## src/rtl/tri_regbank_pkg.sv

```systemverilog
package tri_regbank_pkg;
  localparam int NCH       = 3;
  localparam int NUM_MATCH = 3;
  localparam int CFG_W     = 6;
  localparam int EVC_W     = 3;
  localparam int STAT_W    = 6;
  localparam int CLR_BIT   = 4;
  localparam int NUM_WORDS = 33;
  localparam logic [CFG_W-1:0] CTRL_RST = 6'h21;

  typedef enum logic [3:0] {
    K_CLK   = 4'd0,
    K_CTRL  = 4'd1,
    K_COUNT = 4'd2,
    K_INTV  = 4'd3,
    K_M1    = 4'd4,
    K_M2    = 4'd5,
    K_M3    = 4'd6,
    K_STAT  = 4'd7,
    K_IEN   = 4'd8,
    K_EVCFG = 4'd9,
    K_EVVAL = 4'd10
  } kind_e;
endpackage

```

## src/rtl/tri_regbank_decode.sv

```systemverilog
module tri_regbank_decode
  import tri_regbank_pkg::*;
#(
  parameter int ADDR_W = 12
) (
  input  logic [ADDR_W-1:0] addr_i,
  output logic              hit_o,
  output kind_e             kind_o,
  output logic [1:0]        ch_o
);
  localparam int WORD_W = ADDR_W - 2;

  logic [WORD_W-1:0] word, quo, rem;

  always_comb begin
    word   = addr_i[ADDR_W-1:2];
    quo    = word / WORD_W'(NCH);
    rem    = word % WORD_W'(NCH);
    hit_o  = (addr_i[1:0] == 2'b00) && (word < WORD_W'(NUM_WORDS));
    kind_o = kind_e'(quo[3:0]);
    ch_o   = rem[1:0];
  end
endmodule

```

## src/rtl/tri_regbank_chan.sv

```systemverilog
module tri_regbank_chan
  import tri_regbank_pkg::*;
#(
  parameter int CNT_W  = 16,
  parameter int DATA_W = 32
) (
  input  logic                       clk_i,
  input  logic                       rst_ni,
  input  logic                       wr_i,
  input  logic                       rd_stat_i,
  input  kind_e                      kind_i,
  input  logic [DATA_W-1:0]          wdata_i,
  input  logic [STAT_W-1:0]          set_i,
  output logic [CFG_W-1:0]           clk_cfg_o,
  output logic [CFG_W-1:0]           ctrl_o,
  output logic [CNT_W-1:0]           intv_o,
  output logic [NUM_MATCH*CNT_W-1:0] match_o,
  output logic [STAT_W-1:0]          ien_o,
  output logic [EVC_W-1:0]           evc_o,
  output logic [STAT_W-1:0]          stat_o,
  output logic                       clr_o,
  output logic                       irq_o
);
  localparam logic [CFG_W-1:0] STORE_MASK = ~(CFG_W'(1) << CLR_BIT);

  logic [CFG_W-1:0]  clk_q, ctrl_q;
  logic [CNT_W-1:0]  intv_q;
  logic [STAT_W-1:0] ien_q, stat_q;
  logic [EVC_W-1:0]  evc_q;
  logic              clr_q;

  always_ff @(posedge clk_i or negedge rst_ni) begin
    if (!rst_ni) begin
      clk_q  <= '0;
      ctrl_q <= CTRL_RST;
      intv_q <= '0;
      ien_q  <= '0;
      evc_q  <= '0;
    end else if (wr_i) begin
      case (kind_i)
        K_CLK:   clk_q  <= wdata_i[CFG_W-1:0];
        K_CTRL:  ctrl_q <= wdata_i[CFG_W-1:0] & STORE_MASK;
        K_INTV:  intv_q <= wdata_i[CNT_W-1:0];
        K_IEN:   ien_q  <= wdata_i[STAT_W-1:0];
        K_EVCFG: evc_q  <= wdata_i[EVC_W-1:0];
        default: ;
      endcase
    end
  end

  for (genvar m = 0; m < NUM_MATCH; m++) begin : g_match
    logic [CNT_W-1:0] match_q;
    always_ff @(posedge clk_i or negedge rst_ni) begin
      if (!rst_ni)
        match_q <= '0;
      else if (wr_i && (kind_i == kind_e'(4'(K_M1) + 4'(m))))
        match_q <= wdata_i[CNT_W-1:0];
    end
    assign match_o[m*CNT_W +: CNT_W] = match_q;
  end

  // set pulses win over a same-cycle read clear
  always_ff @(posedge clk_i or negedge rst_ni) begin
    if (!rst_ni) begin
      stat_q <= '0;
      clr_q  <= 1'b0;
    end else begin
      stat_q <= (rd_stat_i ? '0 : stat_q) | set_i;
      clr_q  <= wr_i && (kind_i == K_CTRL) && wdata_i[CLR_BIT];
    end
  end

  assign clk_cfg_o = clk_q;
  assign ctrl_o    = ctrl_q;
  assign intv_o    = intv_q;
  assign ien_o     = ien_q;
  assign evc_o     = evc_q;
  assign stat_o    = stat_q;
  assign clr_o     = clr_q;
  assign irq_o     = |(stat_q & ien_q);
endmodule

```

## src/rtl/tri_regbank_rdmux.sv

```systemverilog
module tri_regbank_rdmux
  import tri_regbank_pkg::*;
#(
  parameter int CNT_W  = 16,
  parameter int DATA_W = 32
) (
  input  logic                           hit_i,
  input  kind_e                          kind_i,
  input  logic [1:0]                     ch_i,
  input  logic [NCH*CFG_W-1:0]           clk_cfg_i,
  input  logic [NCH*CFG_W-1:0]           ctrl_i,
  input  logic [NCH*CNT_W-1:0]           cnt_i,
  input  logic [NCH*CNT_W-1:0]           intv_i,
  input  logic [NCH*NUM_MATCH*CNT_W-1:0] match_i,
  input  logic [NCH*STAT_W-1:0]          stat_i,
  input  logic [NCH*STAT_W-1:0]          ien_i,
  input  logic [NCH*EVC_W-1:0]           evc_i,
  output logic [DATA_W-1:0]              rdata_o
);
  logic [1:0] c;

  always_comb begin
    c       = (ch_i < 2'(NCH)) ? ch_i : 2'd0;
    rdata_o = '0;
    if (hit_i) begin
      case (kind_i)
        K_CLK:   rdata_o = DATA_W'(clk_cfg_i[c*CFG_W +: CFG_W]);
        K_CTRL:  rdata_o = DATA_W'(ctrl_i[c*CFG_W +: CFG_W]);
        K_COUNT: rdata_o = DATA_W'(cnt_i[c*CNT_W +: CNT_W]);
        K_INTV:  rdata_o = DATA_W'(intv_i[c*CNT_W +: CNT_W]);
        K_M1:    rdata_o = DATA_W'(match_i[(c*NUM_MATCH+0)*CNT_W +: CNT_W]);
        K_M2:    rdata_o = DATA_W'(match_i[(c*NUM_MATCH+1)*CNT_W +: CNT_W]);
        K_M3:    rdata_o = DATA_W'(match_i[(c*NUM_MATCH+2)*CNT_W +: CNT_W]);
        K_STAT:  rdata_o = DATA_W'(stat_i[c*STAT_W +: STAT_W]);
        K_IEN:   rdata_o = DATA_W'(ien_i[c*STAT_W +: STAT_W]);
        K_EVCFG: rdata_o = DATA_W'(evc_i[c*EVC_W +: EVC_W]);
        default: rdata_o = '0;
      endcase
    end
  end
endmodule

```

## src/rtl/tri_timer_regbank.sv

```systemverilog
module tri_timer_regbank
  import tri_regbank_pkg::*;
#(
  parameter int ADDR_W = 12,
  parameter int DATA_W = 32,
  parameter int CNT_W  = 16
) (
  input  logic                           clk_i,
  input  logic                           rst_ni,
  input  logic                           wr_en_i,
  input  logic                           rd_en_i,
  input  logic [ADDR_W-1:0]              addr_i,
  input  logic [DATA_W-1:0]              wdata_i,
  output logic [DATA_W-1:0]              rdata_o,
  input  logic [NCH*CNT_W-1:0]           cnt_i,
  input  logic [NCH*STAT_W-1:0]          evt_set_i,
  output logic [NCH*CFG_W-1:0]           clk_cfg_o,
  output logic [NCH*CFG_W-1:0]           cnt_ctrl_o,
  output logic [NCH*CNT_W-1:0]           interval_o,
  output logic [NCH*NUM_MATCH*CNT_W-1:0] match_o,
  output logic [NCH*STAT_W-1:0]          int_en_o,
  output logic [NCH*EVC_W-1:0]           evt_cfg_o,
  output logic [NCH-1:0]                 cnt_clr_o,
  output logic [NCH-1:0]                 irq_o
);
  logic              hit;
  kind_e             kind;
  logic [1:0]        ch;
  logic [DATA_W-1:0] rd_mux, rdata_q;
  logic [NCH*STAT_W-1:0] stat_all;

  tri_regbank_decode #(.ADDR_W(ADDR_W)) u_dec (
    .addr_i (addr_i),
    .hit_o  (hit),
    .kind_o (kind),
    .ch_o   (ch)
  );

  for (genvar c = 0; c < NCH; c++) begin : g_ch
    logic sel;
    assign sel = hit && (ch == 2'(c));

    tri_regbank_chan #(.CNT_W(CNT_W), .DATA_W(DATA_W)) u_chan (
      .clk_i     (clk_i),
      .rst_ni    (rst_ni),
      .wr_i      (wr_en_i && sel),
      .rd_stat_i (rd_en_i && sel && (kind == K_STAT)),
      .kind_i    (kind),
      .wdata_i   (wdata_i),
      .set_i     (evt_set_i[c*STAT_W +: STAT_W]),
      .clk_cfg_o (clk_cfg_o[c*CFG_W +: CFG_W]),
      .ctrl_o    (cnt_ctrl_o[c*CFG_W +: CFG_W]),
      .intv_o    (interval_o[c*CNT_W +: CNT_W]),
      .match_o   (match_o[c*NUM_MATCH*CNT_W +: NUM_MATCH*CNT_W]),
      .ien_o     (int_en_o[c*STAT_W +: STAT_W]),
      .evc_o     (evt_cfg_o[c*EVC_W +: EVC_W]),
      .stat_o    (stat_all[c*STAT_W +: STAT_W]),
      .clr_o     (cnt_clr_o[c]),
      .irq_o     (irq_o[c])
    );
  end

  tri_regbank_rdmux #(.CNT_W(CNT_W), .DATA_W(DATA_W)) u_rdmux (
    .hit_i     (hit),
    .kind_i    (kind),
    .ch_i      (ch),
    .clk_cfg_i (clk_cfg_o),
    .ctrl_i    (cnt_ctrl_o),
    .cnt_i     (cnt_i),
    .intv_i    (interval_o),
    .match_i   (match_o),
    .stat_i    (stat_all),
    .ien_i     (int_en_o),
    .evc_i     (evt_cfg_o),
    .rdata_o   (rd_mux)
  );

  always_ff @(posedge clk_i or negedge rst_ni) begin
    if (!rst_ni) rdata_q <= '0;
    else         rdata_q <= rd_en_i ? rd_mux : '0;
  end

  assign rdata_o = rdata_q;
endmodule

```

## config.mk

```make
export PLATFORM = sky130hd
export DESIGN_NAME = tri_timer_regbank
export DESIGN_NICKNAME = d
export VERILOG_FILES = /design/src/rtl/tri_regbank_pkg.sv /design/src/rtl/tri_regbank_decode.sv /design/src/rtl/tri_regbank_chan.sv /design/src/rtl/tri_regbank_rdmux.sv /design/src/rtl/tri_timer_regbank.sv
export SDC_FILE = /design/constraint.sdc
export NUM_CORES = 1
export LEC_CHECK = 0
export BUFFER_PORTS_ARGS = -buffer_cell sky130_fd_sc_hd__buf_4
export CORE_MARGIN = 4
export CORE_UTILIZATION = 45
export DETAILED_ROUTE_END_ITERATION = 7
export GPL_TIMING_DRIVEN = 0
export PLACE_DENSITY = 0.67
export SYNTH_ARGS = -nofsm -noshare
export SYNTH_HDL_FRONTEND = slang
export SYNTH_SLANG_ARGS = --single-unit
```

## constraint.sdc

```tcl
create_clock -name clk_i -period 4.1 [get_ports clk_i]
set_clock_uncertainty 0.2 [all_clocks]
set_input_delay 0.41 -clock clk_i [delete_from_list [all_inputs] [get_ports clk_i]]
set_output_delay 0.41 -clock clk_i [all_outputs]
set_load 0.005 [all_outputs]
```

Word-level counts from Yosys, hierarchy flattened
Cells that the tools add are included.

Register bits after elaboration: 305. Input port bits: 114. Word-level logic and storage cells: 122.

Add/sub/neg operators: 2. Multiply operators: 2. Div/mod/pow operators: 2. $lt $le $gt $ge: 2. Eq/ne operators: 11. Shift operators: 10. Multiplexer cells: 7. Bitwise operators: 6. Reduce and logical (&&, ||, !) cells: 49.

Operator list (count): 144-bit by 33-bit indexed part select with 16-bit output (2); 16-bit case mux with 10 select lines (1); 144-bit by 9-bit indexed part select with 16-bit output (1); 48-bit by 7-bit indexed part select with 16-bit output (2); 18-bit by 6-bit indexed part select with 6-bit output (4); 32-bit two-way mux (2); 2-bit AND reduction (15); 1-bit logical AND (28); 6-bit AND (3); 6-bit two-way mux (3); 6-bit OR (3); 6-bit OR reduction (3); 4-bit by 3-bit == test with 1-bit output, second input constant (4); 10-bit by 2-bit divider with 10-bit output, second input constant (1); 10-bit by 6-bit < comparator with 1-bit output, second input constant (1); 10-bit by 2-bit modulo with 10-bit output, second input constant (1); 9-bit by 5-bit indexed part select with 3-bit output (1); 4-bit by 2-bit == test with 1-bit output, second input constant (2); 4-bit == test, second input constant (2); 2-bit by 2-bit multiplier with 4-bit output, second input constant (2); 4-bit by 1-bit adder with 5-bit output, second input constant (1); 4-bit by 2-bit adder with 5-bit output, second input constant (1); 4-bit by 1-bit == test with 1-bit output, second input constant (1); 2-bit logical NOT (2); 5 further kinds (5).

Longest topological paths before layout
Depth after elaboration: 9. Depth in mapped cells: 29.

By module
From an unflattened synthesis, not the netlist that was laid out.

Cells, all modules: 1282. Area, all modules: 15711.3 µm².

By module, submodules not included: tri_regbank_chan at g_ch[1].u_chan ... (instances 2, cells each 211, area an instance 3535.9 µm², seq. area each 2279.7 µm²); tri_regbank_chan at g_ch[0].u_chan (instances 1, cells each 211, area an instance 3519.6 µm², seq. area each 2279.7 µm²); tri_regbank_rdmux (instances 1, cells each 465, area an instance 3203.1 µm², seq. area each 0.0 µm²); tri_timer_regbank (instances 1, cells each 80, area an instance 1081.0 µm², seq. area each 800.8 µm²); tri_regbank_decode (instances 1, cells each 104, area an instance 835.8 µm², seq. area each 0.0 µm²).

Worst setup path before layout
Ideal clock, no wire load.

Path type: input to register. From: in addr_i[11]. To: reg g_ch[1].u_chan.clk_q[4]. Arrival: 4.978 ns. Setup slack: -1.203 ns. Stages on the path: 24. Path buffers: 5. Path through: buf_2 or4b_4 o221a_1 a31oi_2 nor2_1 nor2_1 nor2_1 nor2_1 nor2_1 ha_1 clkbuf_1 inv_1 o311ai_0 o2bb2ai_2 ha_1 a21oi_1 o311a_1 buf_2 and2_1 clkbuf_1 and3_1 clkbuf_1 nor3b_2 mux2_2.

Word-level cells in the longest chain between the ends: 5. Elaborated cells on any way between the ends: 9. Those cells by class: 2 x div; 1 x order compare; 1 x eq/ne; 5 x reduce/logical.

RTL lines: from (decl) (line tri_timer_regbank.sv:12) `input logic [ADDR_W-1:0] addr_i,`; 10-bit by 2-bit modulo with 10-bit output or 10-bit by 6-bit < comparator with 1-bit output (tied branches) (line tri_regbank_decode.sv:18, tri_regbank_decode.sv:19); 2-bit by 1-bit == test with 1-bit output or 1-bit logical AND (tied branches) (line tri_timer_regbank.sv:41, tri_regbank_decode.sv:19); 1-bit logical AND (line tri_timer_regbank.sv:41) `assign sel = hit && (ch == 2'(c));`; 1-bit logical AND (line tri_timer_regbank.sv:46) `.wr_i (wr_en_i && sel),`; 2-bit AND reduction (no source line) (*); to (signal assigned) (line tri_regbank_chan.sv:41) `K_CLK: clk_q <= wdata_i[CFG_W-1:0];`; to (decl) (line tri_regbank_chan.sv:26) `logic [CFG_W-1:0] clk_q, ctrl_q;`.

Every way passes the cells marked *; elsewhere a longest branch is shown, timed or not. A chain may end at the register's enable or synchronous reset.

Worst setup path in the final report
From: in addr_i[7]. To: reg rdata_q[5] (netlist: rdata_o[5]).

Word-level cells in the longest chain between the ends: 9. Elaborated cells on any way between the ends: 32. Those cells by class: 2 x add/sub; 2 x mul; 2 x div; 2 x order compare; 9 x eq/ne; 9 x shift; 4 x mux; 2 x reduce/logical.

RTL lines: 10-bit by 2-bit modulo with 10-bit output (line tri_regbank_decode.sv:18) `rem = word % WORD_W'(NCH);`; 2-bit < comparator (line tri_regbank_rdmux.sv:23) `c = (ch_i < 2'(NCH)) ? ch_i : 2'd0;`; 2-bit two-way mux (line tri_regbank_rdmux.sv:23); 2-bit by 2-bit multiplier with 4-bit output; 4-bit by 2-bit adder with 5-bit output or 4-bit by 1-bit adder with 5-bit output (tied branches) (line tri_regbank_rdmux.sv:33, tri_regbank_rdmux.sv:32); 144-bit by 33-bit indexed part select with 16-bit output, on equally long branches (line tri_regbank_rdmux.sv:33, tri_regbank_rdmux.sv:32); 16-bit case mux with 10 select lines (line tri_regbank_rdmux.sv:26) `case (kind_i)`; 32-bit two-way mux (*) (line tri_regbank_rdmux.sv:25) `if (hit_i) begin`; 32-bit two-way mux (*) (line tri_timer_regbank.sv:80) `else rdata_q <= rd_en_i ? rd_mux : '0;`; to (signal assigned) (line tri_timer_regbank.sv:80); to (decl) (line tri_timer_regbank.sv:29) `logic [DATA_W-1:0] rd_mux, rdata_q;`.

Marked as above.

==> out/qor.csv <==
stage,metric,value,unit
timing,fin_ws,-0.616,ns
clock_network,numCtsBuffers,31,
floorplan,core_area,0.0325,mm2
clock_network,cts_num_sinks,289,
clock_network,clkLatencyLatePin,0.58,ns
placement,hpwlAfterDp,43900,um
cells_and_area,layout_common_cells,"buf_4 (474), dfrtp_1 (283), nand2_1 (149)",
timing,min_period,4.72,ns
cells_and_area,post-route-cell-area,0.0228,mm2
power_and_ir_drop,pwr-share-comb,24.3,%
cells_and_area,drive_gt1_share,54.5,%
detailed_routing,drtIter0Drc,1687,
outcome,violations,setup timing,
timing,setup_viol,284,
detailed_routing,vias,14200,
detailed_routing,drc_errors,0,
yosys,ys_async_sr_fraction,100,%
yosys,synth_ff_type,dfrtp_1,
global_route,grt_pass1_wl,89200,um
worst_setup_path,r2r_slack,2.15,ns
clock_network,htreeDepth,1,
power_and_ir_drop,p_leak,0.0111,uW
cells_and_area,final_nets,2010,
worst_setup_path,worstPathArrival,4.96,ns
yosys,ys_ff_latch,289,
yosys,syn_area,0.0148,mm2
worst_setup_path,crit_fanout,10,
clock_network,cts_tree,done,
power_and_ir_drop,powerDensity,324,mW/mm2
timing,relSlewSlack,29.2,%
min_path,hold_path.class,primary input to flop,
placement,placed_cell_area,0.0186,mm2
worst_setup_path,crit_path_top_delay_cell,a222oi_1,
global_route,grt_max_degree,115,
floorplan,die_y,190,um
detailed_routing,vias_per_cell,6.02,
yosys,synth-edff-count,0,
clock_network,cts-root-buf,clkbuf_16,
cells_and_area,final_util,70.1,%
floorplan,initial_core_util,45.6,%
placement,io_buffers,368,
clock_network,path_clk_slew,0.07,ns
detailed_routing,antenna_left,0,
floorplan,rows,66,
yosys,synthDistinctLibCells,81,
timing,period_share,115,%
yosys,yosysWarnings,0,
power_and_ir_drop,switchingPower,2230,uW
cells_and_area,fillCellCount,2430,
outcome,outcome,"finished, violations left",
power_and_ir_drop,p_int,5170,uW
floorplan,io_pins,407,
worst_setup_path,crit_required,4.34,ns
global_route,antenna_found_initial,3,
power_and_ir_drop,ir_drop,0.295,mV
worst_setup_path,slowest_delay,0.57,ns
global_route,grt_pass1_vias,13600,
detailed_routing,first_pass_iters,6,
timing,clock.fmax,212,MHz
cells_and_area,final_common_cell,buf_4,
cells_and_area,syn_to_final_growth,53.9,%
worst_setup_path,crit_path_start_kind,primary input,
yosys,yosysSeqAreaShare,48.8,%
power_and_ir_drop,swShare,30.2,%
power_and_ir_drop,clkPwrFrac,36.8,%
detailed_routing,drt_wl_total,63400,um
worst_setup_path,worstSetupPathType,primary input to flop,
placement,place_congestion,0.936,
timing,setup_tns,-99.97,ns
yosys,syn_inst,1305,
global_route,track_usage,32.7,%
power_and_ir_drop,p_seq_share,38.9,%
timing,tightest_slew,1.06,ns
global_route,gr-total-overflow,0,
floorplan,dieArea,0.0359,mm2
timing,slew_violations,0,
timing,rsz0062_at_grt,true,
clock_network,cts_buffer_depth,3,
timing,hold_viol_final,0,
worst_setup_path,end_kind,flop,
detailed_routing,wl_per_cell,26.9,um
floorplan,die_width,190,um
yosys,avgSynthCellArea,11.4,um2
run,drv_cap,0,
sequential cells by signal, summed over array words and instances (netlist names):
name and cells:
g_ch.u_chan.g_match.match_q 144, g_ch.u_chan.intv_o 48, g_ch.u_chan.clk_cfg_o 18, g_ch.u_chan.ien_o 18
g_ch.u_chan.stat_o 18, rdata_o 16, g_ch.u_chan.ctrl_o 15, g_ch.u_chan.evc_o 9
g_ch.u_chan.clr_o 3
path summary, 6_finish.rpt:
| check | start | to | depth (start not counted) |
|---|---|---|---|
| max in group asynchronous | rst_ni | g_ch[1].u_chan.clk_cfg_o[5]$_DFFE_PN0P_ | 3 |
| worst max register to register | g_ch[0].u_chan.stat_o[4]$_DFF_PN0_ | rdata_o[4]$_DFF_PN0_ | 4 |
| worst min register to register | g_ch[2].u_chan.stat_o[3]$_DFF_PN0_ | g_ch[2].u_chan.stat_o[3]$_DFF_PN0_ | 1 |
| min in group asynchronous | rst_ni | g_ch[1].u_chan.g_match[0].match_q[11]$_DFFE_PN0P_ | 2 |
| worst max-delay path | addr_i[7] | rdata_o[5]$_DFF_PN0_ | 26 |
| worst min-delay path | cnt_i[29] | rdata_o[13]$_DFF_PN0_ | 5 |
worst max-delay path: cells and delay by family:
kind | cells | cell delay, ns
AND/OR/NAND/NOR | 10 | 1.62
multiplexers | 1 | 0.25
AO/OA/AOI/OAI | 7 | 1.41
adder cells (fa/ha/maj) | 1 | 0.21
buffers and inverters | 7 | 1.04
cells in the mapped netlist, types with 17 or more instances:
library cell / instances / share of area [%]
dfrtp_1: 283 / 48
mux2_2: 213 / 16
nand2_1: 168 / 4.3
clkbuf_1: 57 / 1.4
a22oi_1: 48 / 2.4
o21ai_0: 43 / 1.5
mux2_4: 40 / 4.1
nand3_1: 39 / 1.3
a21oi_1: 37 / 1.2
buf_4: 32 / 1.6
nor2_1: 29 / 0.73
buf_2: 20 / 0.68
a211oi_1: 19 / 0.96
a21o_1: 18 / 0.91
a31oi_1: 18 / 0.76
nor3_1: 17 / 0.57
final cells by class:
type                    instances  area, um2  share of cell area (%)
repair buffers                542       4680                    20.5
flip-flops and latches        289       7240                    31.7
inverters                      12       52.6                   0.230
well taps                     442        553                    2.42
diodes                          2       5.00                  0.0219
multi-input cells             896       8130                    35.6
plain buffers                 122       1180                    5.17
clock buffers                  52        945                    4.14
clock inverters                 4       23.8                   0.104
stage by stage:
step / hold WS (ns) / cells / worst slack [ns] / power [uW]
after floorplan: -0.0856 / 1323 / -0.777 / 3540
after global placement: 0.294 / 2133 / -2.17 / 4040
after detailed placement: 0.256 / 2135 / -2.24 / 4050
after CTS: 0.0344 / 2313 / -0.455 / 7140
after global routing: 0.0718 / 2361 / -0.804 / 7580
final: 0.0688 / 2361 / -0.616 / 7400
cell families (layout without fill, tap and decap cells):
group	after synthesis	count (layout)	share of synthesized area, %
muxes	259	259	20.6
AOI/OAI and AO/OA	290	290	14.5
buffers and inverters	139	732	5.06
adders and majority gates	2	2	0.169
and+or+nand+nor	320	321	10.5
xor gates and xnor gates	5	5	0.295
other	1	21	0.0253
DFF	289	289	48.8
what timing repair did:
action	in CTS	in global routing
hold buffers	35	0
setup endpoints to repair	289	289
buffers inserted	82	53
hold endpoints to repair	135	0
gates resized for setup	276	149
gates cloned	7	8
pin swaps	64	68
power groups by stage:
stage | clock network (uW) | logic, uW | registers [uW]
floorplan | 0 | 614 | 2920
global placement | 0 | 1110 | 2930
detailed placement | 0 | 1120 | 2930
CTS | 2730 | 1540 | 2870
global route | 2840 | 1860 | 2880
finish | 2720 | 1800 | 2880
per-layer routing:
layer  vias to the layer above  track usage (%)  wire length [um]
met3                       190             7.85              6220
met1                      7209             44.9             25100
met2                       826             50.7             29100
met4                         0             11.9              2970
li1                       5982                -                 -
met5                         -                0                 0
(Power assumes the default switching activity.)
